`src/rtl/i2c_flag_slave_pkg.sv`:
```
package i2c_flag_slave_pkg;

    localparam int DW = 8;
    localparam int AW = 7;

    // status bit positions
    localparam int ST_START = 0;
    localparam int ST_BUF   = 1;
    localparam int ST_MATCH = 2;
    localparam int ST_TAG   = 3;

    typedef enum logic [1:0] {
        REG_CTRL = 2'd0,
        REG_OWN  = 2'd1,
        REG_STAT = 2'd2,
        REG_DATA = 2'd3
    } reg_sel_e;

    typedef enum logic [2:0] {
        PH_IDLE, PH_ADDR, PH_AACK, PH_AHOLD,
        PH_DATA, PH_DACK, PH_DHOLD, PH_SKIP
    } phase_e;

    // control register, bit0 = en
    typedef struct packed {
        logic mie;
        logic bie;
        logic sel;
        logic en;
    } ctrl_t;

    typedef struct packed {
        logic start;
        logic stop;
        logic rise;
        logic fall;
        logic sda;
    } bus_ev_t;

    typedef struct packed {
        logic          start;
        logic          stop;
        logic          hit;
        logic          byte_vld;
        logic          first;
        logic [DW-1:0] data;
    } rx_ev_t;

    function automatic logic addr_hit(input logic [DW-1:0] b, input logic [AW-1:0] own);
        return (b[DW-1:1] == own) && !b[0];
    endfunction

endpackage

```
`src/rtl/i2c_flag_slave_sync.sv`:
```
module i2c_flag_slave_sync
    import i2c_flag_slave_pkg::*;
#(
    parameter int STAGES = 2
) (
    input  logic    clk,
    input  logic    rst,
    input  logic    scl_raw,
    input  logic    sda_raw,
    output bus_ev_t ev
);
    logic [STAGES-1:0] scl_chain;
    logic [STAGES-1:0] sda_chain;
    logic              scl_q, sda_q, scl_s, sda_s;

    for (genvar i = 0; i < STAGES; i++) begin : g_stage
        if (i == 0) begin : g_first
            always_ff @(posedge clk) begin
                if (rst) begin
                    scl_chain[0] <= 1'b1;
                    sda_chain[0] <= 1'b1;
                end else begin
                    scl_chain[0] <= scl_raw;
                    sda_chain[0] <= sda_raw;
                end
            end
        end else begin : g_next
            always_ff @(posedge clk) begin
                if (rst) begin
                    scl_chain[i] <= 1'b1;
                    sda_chain[i] <= 1'b1;
                end else begin
                    scl_chain[i] <= scl_chain[i-1];
                    sda_chain[i] <= sda_chain[i-1];
                end
            end
        end
    end

    assign scl_s = scl_chain[STAGES-1];
    assign sda_s = sda_chain[STAGES-1];

    always_ff @(posedge clk) begin
        if (rst) begin
            scl_q <= 1'b1;
            sda_q <= 1'b1;
        end else begin
            scl_q <= scl_s;
            sda_q <= sda_s;
        end
    end

    always_comb begin
        ev.start = scl_s && scl_q && sda_q && !sda_s;
        ev.stop  = scl_s && scl_q && !sda_q && sda_s;
        ev.rise  = scl_s && !scl_q;
        ev.fall  = !scl_s && scl_q;
        ev.sda   = sda_s;
    end

endmodule

```
`src/rtl/i2c_flag_slave_fsm.sv`:
```
module i2c_flag_slave_fsm
    import i2c_flag_slave_pkg::*;
(
    input  logic          clk,
    input  logic          rst,
    input  logic          en,
    input  logic [AW-1:0] own,
    input  bus_ev_t       ev,
    output rx_ev_t        rx,
    output logic          sda_drive
);
    phase_e        state;
    logic [2:0]    bitcnt;
    logic [DW-1:0] shreg;
    logic [DW-1:0] nxt_byte;
    logic          first_pend;

    assign nxt_byte = {shreg[DW-2:0], ev.sda};

    always_ff @(posedge clk) begin
        rx <= '0;
        if (rst) begin
            state      <= PH_IDLE;
            bitcnt     <= '0;
            shreg      <= '0;
            first_pend <= 1'b0;
            sda_drive  <= 1'b0;
        end else if (!en) begin
            state      <= PH_IDLE;
            sda_drive  <= 1'b0;
            first_pend <= 1'b0;
        end else if (ev.start) begin
            state      <= PH_ADDR;
            bitcnt     <= '0;
            sda_drive  <= 1'b0;
            first_pend <= 1'b0;
            rx.start   <= 1'b1;
        end else if (ev.stop) begin
            state      <= PH_IDLE;
            sda_drive  <= 1'b0;
            first_pend <= 1'b0;
            rx.stop    <= 1'b1;
        end else begin
            case (state)
                PH_ADDR: if (ev.rise) begin
                    shreg  <= nxt_byte;
                    bitcnt <= bitcnt + 3'd1;
                    if (bitcnt == 3'd7) begin
                        if (addr_hit(nxt_byte, own)) begin
                            state      <= PH_AACK;
                            rx.hit     <= 1'b1;
                            first_pend <= 1'b1;
                        end else begin
                            state <= PH_SKIP;
                        end
                    end
                end
                PH_AACK: if (ev.fall) begin
                    sda_drive <= 1'b1;
                    state     <= PH_AHOLD;
                end
                PH_AHOLD, PH_DHOLD: if (ev.fall) begin
                    sda_drive <= 1'b0;
                    state     <= PH_DATA;
                    bitcnt    <= '0;
                end
                PH_DATA: if (ev.rise) begin
                    shreg  <= nxt_byte;
                    bitcnt <= bitcnt + 3'd1;
                    if (bitcnt == 3'd7) begin
                        rx.byte_vld <= 1'b1;
                        rx.data     <= nxt_byte;
                        rx.first    <= first_pend;
                        first_pend  <= 1'b0;
                        state       <= PH_DACK;
                    end
                end
                PH_DACK: if (ev.fall) begin
                    sda_drive <= 1'b1;
                    state     <= PH_DHOLD;
                end
                default: ;
            endcase
        end
    end


    off_idle_chk: assert property (@(posedge clk) disable iff (rst)
        !en |=> (state == PH_IDLE && !sda_drive));


    drive_phase_chk: assert property (@(posedge clk) disable iff (rst)
        sda_drive |-> (state == PH_AHOLD || state == PH_DHOLD));

endmodule

```
`src/rtl/i2c_flag_slave_regs.sv`:
```
module i2c_flag_slave_regs
    import i2c_flag_slave_pkg::*;
(
    input  logic          clk,
    input  logic          rst,
    input  logic          wr,
    input  logic          rd,
    input  logic [1:0]    addr,
    input  logic [DW-1:0] wdata,
    input  rx_ev_t        rx,
    output logic [DW-1:0] rdata,
    output ctrl_t         ctrl,
    output logic [AW-1:0] own,
    output logic          irq_n
);
    logic          started, buf_full, matched, tag;
    logic [DW-1:0] data_q;
    reg_sel_e      sel_e;
    logic          wr_stat, rd_data;

    assign sel_e   = reg_sel_e'(addr);
    assign wr_stat = wr && (sel_e == REG_STAT);
    assign rd_data = rd && (sel_e == REG_DATA);

    always_ff @(posedge clk) begin
        if (rst) begin
            ctrl     <= '0;
            own      <= '0;
            started  <= 1'b0;
            buf_full <= 1'b0;
            matched  <= 1'b0;
            tag      <= 1'b0;
            data_q   <= '0;
        end else begin
            if (wr && sel_e == REG_CTRL) ctrl <= ctrl_t'(wdata[3:0]);
            if (wr && sel_e == REG_OWN)  own  <= wdata[AW-1:0];
            if (wr_stat && !wdata[ST_MATCH]) matched <= 1'b0;
            if (rx.hit) matched <= 1'b1;
            if (rx.start)     started <= 1'b1;
            else if (rx.stop) started <= 1'b0;
            if (rd_data) buf_full <= 1'b0;
            if (rx.byte_vld) begin
                buf_full <= 1'b1;
                data_q   <= rx.data;
                tag      <= rx.first;
            end
        end
    end

    always_comb begin
        case (sel_e)
            REG_CTRL: rdata = {4'b0, ctrl};
            REG_OWN:  rdata = {1'b0, own};
            REG_STAT: rdata = {4'b0, tag, matched, buf_full, started};
            default:  rdata = data_q;
        endcase
    end

    assign irq_n = !((buf_full && ctrl.bie) || (matched && ctrl.mie));


    started_set_chk: assert property (@(posedge clk) disable iff (rst)
        rx.start |=> started);


    started_clr_chk: assert property (@(posedge clk) disable iff (rst)
        (rx.stop && !rx.start) |=> !started);


    match_hold_chk: assert property (@(posedge clk) disable iff (rst)
        (matched && wr_stat && wdata[ST_MATCH]) |=> matched);


    buf_clear_chk: assert property (@(posedge clk) disable iff (rst)
        (rd_data && !rx.byte_vld) |=> !buf_full);


    irq_quiet_chk: assert property (@(posedge clk) disable iff (rst)
        (!ctrl.bie && !ctrl.mie) |-> irq_n);

endmodule

```
`src/rtl/i2c_flag_slave.sv`:
```
module i2c_flag_slave
    import i2c_flag_slave_pkg::*;
#(
    parameter int SYNC_STAGES = 2
) (
    input  logic       clk,
    input  logic       rst,
    input  logic       host_wr,
    input  logic       host_rd,
    input  logic [1:0] host_addr,
    input  logic [7:0] host_wdata,
    output logic [7:0] host_rdata,
    input  logic       scl_a_i,
    input  logic       sda_a_i,
    output logic       sda_a_oe,
    input  logic       scl_b_i,
    input  logic       sda_b_i,
    output logic       sda_b_oe,
    output logic       irq_n
);
    ctrl_t         ctrl;
    logic [AW-1:0] own;
    bus_ev_t       ev;
    rx_ev_t        rx;
    logic          drive;
    logic          scl_mux, sda_mux;

    assign scl_mux = ctrl.sel ? scl_a_i : scl_b_i;
    assign sda_mux = ctrl.sel ? sda_a_i : sda_b_i;

    i2c_flag_slave_regs u_regs (
        .clk   (clk),
        .rst   (rst),
        .wr    (host_wr),
        .rd    (host_rd),
        .addr  (host_addr),
        .wdata (host_wdata),
        .rx    (rx),
        .rdata (host_rdata),
        .ctrl  (ctrl),
        .own   (own),
        .irq_n (irq_n)
    );

    i2c_flag_slave_sync #(.STAGES(SYNC_STAGES)) u_sync (
        .clk     (clk),
        .rst     (rst),
        .scl_raw (scl_mux),
        .sda_raw (sda_mux),
        .ev      (ev)
    );

    i2c_flag_slave_fsm u_fsm (
        .clk       (clk),
        .rst       (rst),
        .en        (ctrl.en),
        .own       (own),
        .ev        (ev),
        .rx        (rx),
        .sda_drive (drive)
    );

    assign sda_a_oe = drive && ctrl.sel;
    assign sda_b_oe = drive && !ctrl.sel;

endmodule

```
`config.mk`:
```
export PLATFORM = sky130hd
export DESIGN_NAME = i2c_flag_slave
export DESIGN_NICKNAME = d
export VERILOG_FILES = /design/src/rtl/i2c_flag_slave_pkg.sv /design/src/rtl/i2c_flag_slave_sync.sv /design/src/rtl/i2c_flag_slave_fsm.sv /design/src/rtl/i2c_flag_slave_regs.sv /design/src/rtl/i2c_flag_slave.sv
export SDC_FILE = /design/constraint.sdc
export NUM_CORES = 1
export LEC_CHECK = 0
export ABC_AREA = 1
export BUFFER_PORTS_ARGS = -buffer_cell sky130_fd_sc_hd__buf_2
export CAP_MARGIN = 25
export CORE_MARGIN = 5
export CORE_UTILIZATION = 40
export CTS_CLUSTER_DIAMETER = 120
export DETAILED_ROUTE_END_ITERATION = 10
export GPL_TIMING_DRIVEN = 0
export SLEW_MARGIN = 15
export SYNTH_ARGS = -nofsm -noshare
export SYNTH_HDL_FRONTEND = slang
export SYNTH_SLANG_ARGS = --single-unit
```
`constraint.sdc`:
```
create_clock -name clk -period 1.7 [get_ports clk]
set_clock_uncertainty 0.2 [all_clocks]
set_input_delay 0.085 -clock clk [delete_from_list [all_inputs] [get_ports clk]]
set_output_delay 0.085 -clock clk [all_outputs]
set_load 0.01 [all_outputs]
```
==> results.sh <==
export IMPL_slew_limit_headroom_pct=67.85
export IMPL_cts_root_buf="clkbuf_8"
export IMPL_layout_drive_gt1_share_pct=17.88
export IMPL_grt_pass1_vias=2044
export IMPL_r2r_cells=8
export IMPL_hold_violations=0
export IMPL_arrival_ps=1310
export IMPL_synth_seq_area_share_pct=47.52
export IMPL_worst_setup_path_end_kind="output port"
export IMPL_register_area_um2=1144
export IMPL_yosys_warnings=0
export IMPL_vias_per_cell=4.691
export IMPL_hold_path_class="input port to flop"
export IMPL_finalWorstSetupSlack_ps=101.1
export IMPL_rows=28
export IMPL_p_per_area_nw_per_um2=935.3
export IMPL_worstSkewPairLatency_ps=330
export IMPL_die_height_um=87.48
export IMPL_cap_viol_max_count=0
export IMPL_min_from="host_wr"
export IMPL_fill_cells=578
export IMPL_start_util_pct=40.80
export IMPL_cts_buffer_depth=2
export IMPL_reg2reg_to="u_fsm.state[0]"
export IMPL_num_vias=2214
export IMPL_fmax_mhz=625.4
export IMPL_peakVddDrop_v=0.0004398
export IMPL_place_gp_congestion=0.9013
export IMPL_wl_per_cell_um=12.26
export IMPL_place_ws_ps=-25.62
export IMPL_syn_area_um2=2401
export IMPL_tns_ps=0
export IMPL_r2r_start="u_fsm.bitcnt[0]"
export IMPL_synth_flop_cell="dfxtp_1"
export IMPL_portBuffers=26
export IMPL_crit_fanout=5
export IMPL_grt_pass1_wl_mm=9.639
export IMPL_crit_path_frequent_cell="buf_2"
export IMPL_finalMaxSlewViolations=0
export IMPL_antenna_found_initial=0
export IMPL_ys_ff_latch=57
export IMPL_overflow=0
export IMPL_r2r_slack_ps=110
export IMPL_drt_iter0_drc=120
export IMPL_path_delay_family="buffers and inverters"
export IMPL_worstPathCellList="buf_2, dlygate4sd3_1, nor2_2, inv_1, o2111ai_1, buf_2"
export IMPL_numCtsBuffers=9
export IMPL_leakage_nw=1.312
export IMPL_synth_cells=335
export IMPL_grt_usage_pct=16.52
export IMPL_setup_worst_path_class="input port to output port"
export IMPL_dp_hpwl_mm=4.215
export IMPL_tightest_slew_ps=482.2
export IMPL_cts_tree="done"
export IMPL_path_clk_slew_ps=60
export IMPL_wirelength_mm=5.788
export IMPL_drc_errors=0
export IMPL_layout_commonest_cell="nand2_1"
export IMPL_clock_sinks=57
export IMPL_grt_max_degree=11
export IMPL_synthArstFlopShare_pct=0
export IMPL_critPathRequiredTime_ps=1410
export IMPL_start_kind="input port"
export IMPL_crit_path_max_incr_delay_ps=560
export IMPL_period_needed_ps=1599
export IMPL_finalCritPeriodShare_pct=94.05
export IMPL_drtPass1Iterations=4
export IMPL_htree_levels=3
export IMPL_synth_area_per_cell_um2=7.167
export IMPL_outcome="finished, final reports clean"
export IMPL_ys_types=26
export IMPL_synth_edf_count=0
export IMPL_antennaDiodeCount=0
export IMPL_syn_to_final_growth_pct=26.89
export IMPL_ant_nets=0
export IMPL_syn_nets=355
export IMPL_hold_depth=4
export IMPL_die_area_um2=7652
export IMPL_multiInputGateArea_um2=1045
export IMPL_power_w=0.002849
export IMPL_layout_common_cells="70 x nand2_1, 55 x dfxtp_1, 50 x nor2_1"
export IMPL_pin_count=29
export IMPL_setup_viol=0
export IMPL_min_to="u_regs.own[0]"
export IMPL_cpMaxStageDelayCell="dlygate4sd3_1"
export IMPL_layout_nets=412
export IMPL_fp_dieW_um=87.48
export IMPL_fp_coreArea_um2=5886
export IMPL_path_buf_inv=4
-- cell usage after synthesis (3+ instances only) --
master / number / area [um2]
a21oi_1: 27 / 135.1
inv_2: 3 / 11.26
buf_2: 3 / 15.01
nand2_2: 3 / 18.77
nand3_1: 11 / 55.05
clkbuf_1: 3 / 11.26
dfxtp_1: 57 / 1141
o2111ai_1: 4 / 35.03
nand3_2: 4 / 40.04
nor2_1: 51 / 191.4
o21ai_0: 31 / 155.2
inv_1: 49 / 183.9
nand2_1: 70 / 262.8
-- repair_timing --
item,4_1_cts,5_1_grt
endpoints found under the hold margin,18,0
pin swaps,0,1
gates resized for setup,1,9
hold buffers,17,0
setup endpoints to repair,1,22
buffers inserted,0,3
-- worst max-delay path by stage --
stage	startpoint	endpoint	slack, ps	cells past startpoint
finish	host_addr[0]	host_rdata[2]	100	6
global route	u_sync.sda_s	u_fsm.bitcnt[2]	-10	7
CTS	u_sync.sda_s	u_fsm.rx[3]	3	7
detailed placement	u_sync.sda_s	u_fsm.rx[10]	-30	4
global placement	u_sync.sda_s	u_fsm.rx[10]	-30	4
floorplan	u_fsm.bitcnt[0]	u_fsm.state[0]	260	8
-- per-layer routing --
metal	vias up	track usage, %	routed length (um)
met4	0	6.416	65
met5	-	0	0
met2	60	25.55	2602
met1	971	21.55	2696
met3	7	4.920	422
li1	1176	-	-
-- worst register-to-register path: stages, from the launching register on --
cell	delay (ps)
dfxtp_2	330
ha_1	190
ha_1	190
nand2_1	140
nand2_2	80
nand3_2	110
clkinv_1	100
nand3_1	90
a21oi_1	60
-- power breakdown --
part / internal [W] / switching, W / total [W] / leakage, nW
Sequential: 0.00136 / 0.0000176 / 0.00138 / 0.462
Combinational: 0.0000824 / 0.000109 / 0.000191 / 0.742
Clock: 0.000751 / 0.000532 / 0.00128 / 0.109
-- flip-flops by register name, indices dropped and copies added (netlist names), 3 cells and up --
name and count:
u_fsm.shreg 7, u_fsm.state 3, u_regs.ctrl 4, u_regs.data_q 8, u_fsm.rx 13, u_regs.own 7
u_fsm.bitcnt 3
-- layout make-up --
class	instances	area share, %
clock inverter	5	1.766
sequential	57	37.54
clock buffer	11	4.969
timing repair buffer	46	10.60
buffer	7	1.232
inverter	53	6.530
multi-input combinational	218	34.29
tap	75	3.080
-- through the flow --
| stage | cell area, um2 | util (%) | hold WS (ps) | instances |
|---|---|---|---|---|
| 6_report | 3047 | 51.76 | 23.40 | 472 |
| 5_1_grt | 3047 | 51.76 | 50.12 | 472 |
| 4_1_cts | 3007 | 51.08 | 0.7934 | 469 |
| 3_5_place_dp | 2625 | 44.60 | 90.29 | 436 |
| 3_3_place_gp | 2625 | 44.60 | 86.09 | 436 |
| 2_1_floorplan | 2401 | - | -1.778 | 335 |
-- logic make-up after synthesis --
kind of cell	Yosys count	synth area share (%)
AOI/OAI and AO/OA	67	15.22
adders and majority gates	2	1.042
buffers and inverters	60	9.849
DFF	57	47.52
and+or+nand+nor	149	26.37
Power figures use the tool's default switching activity.
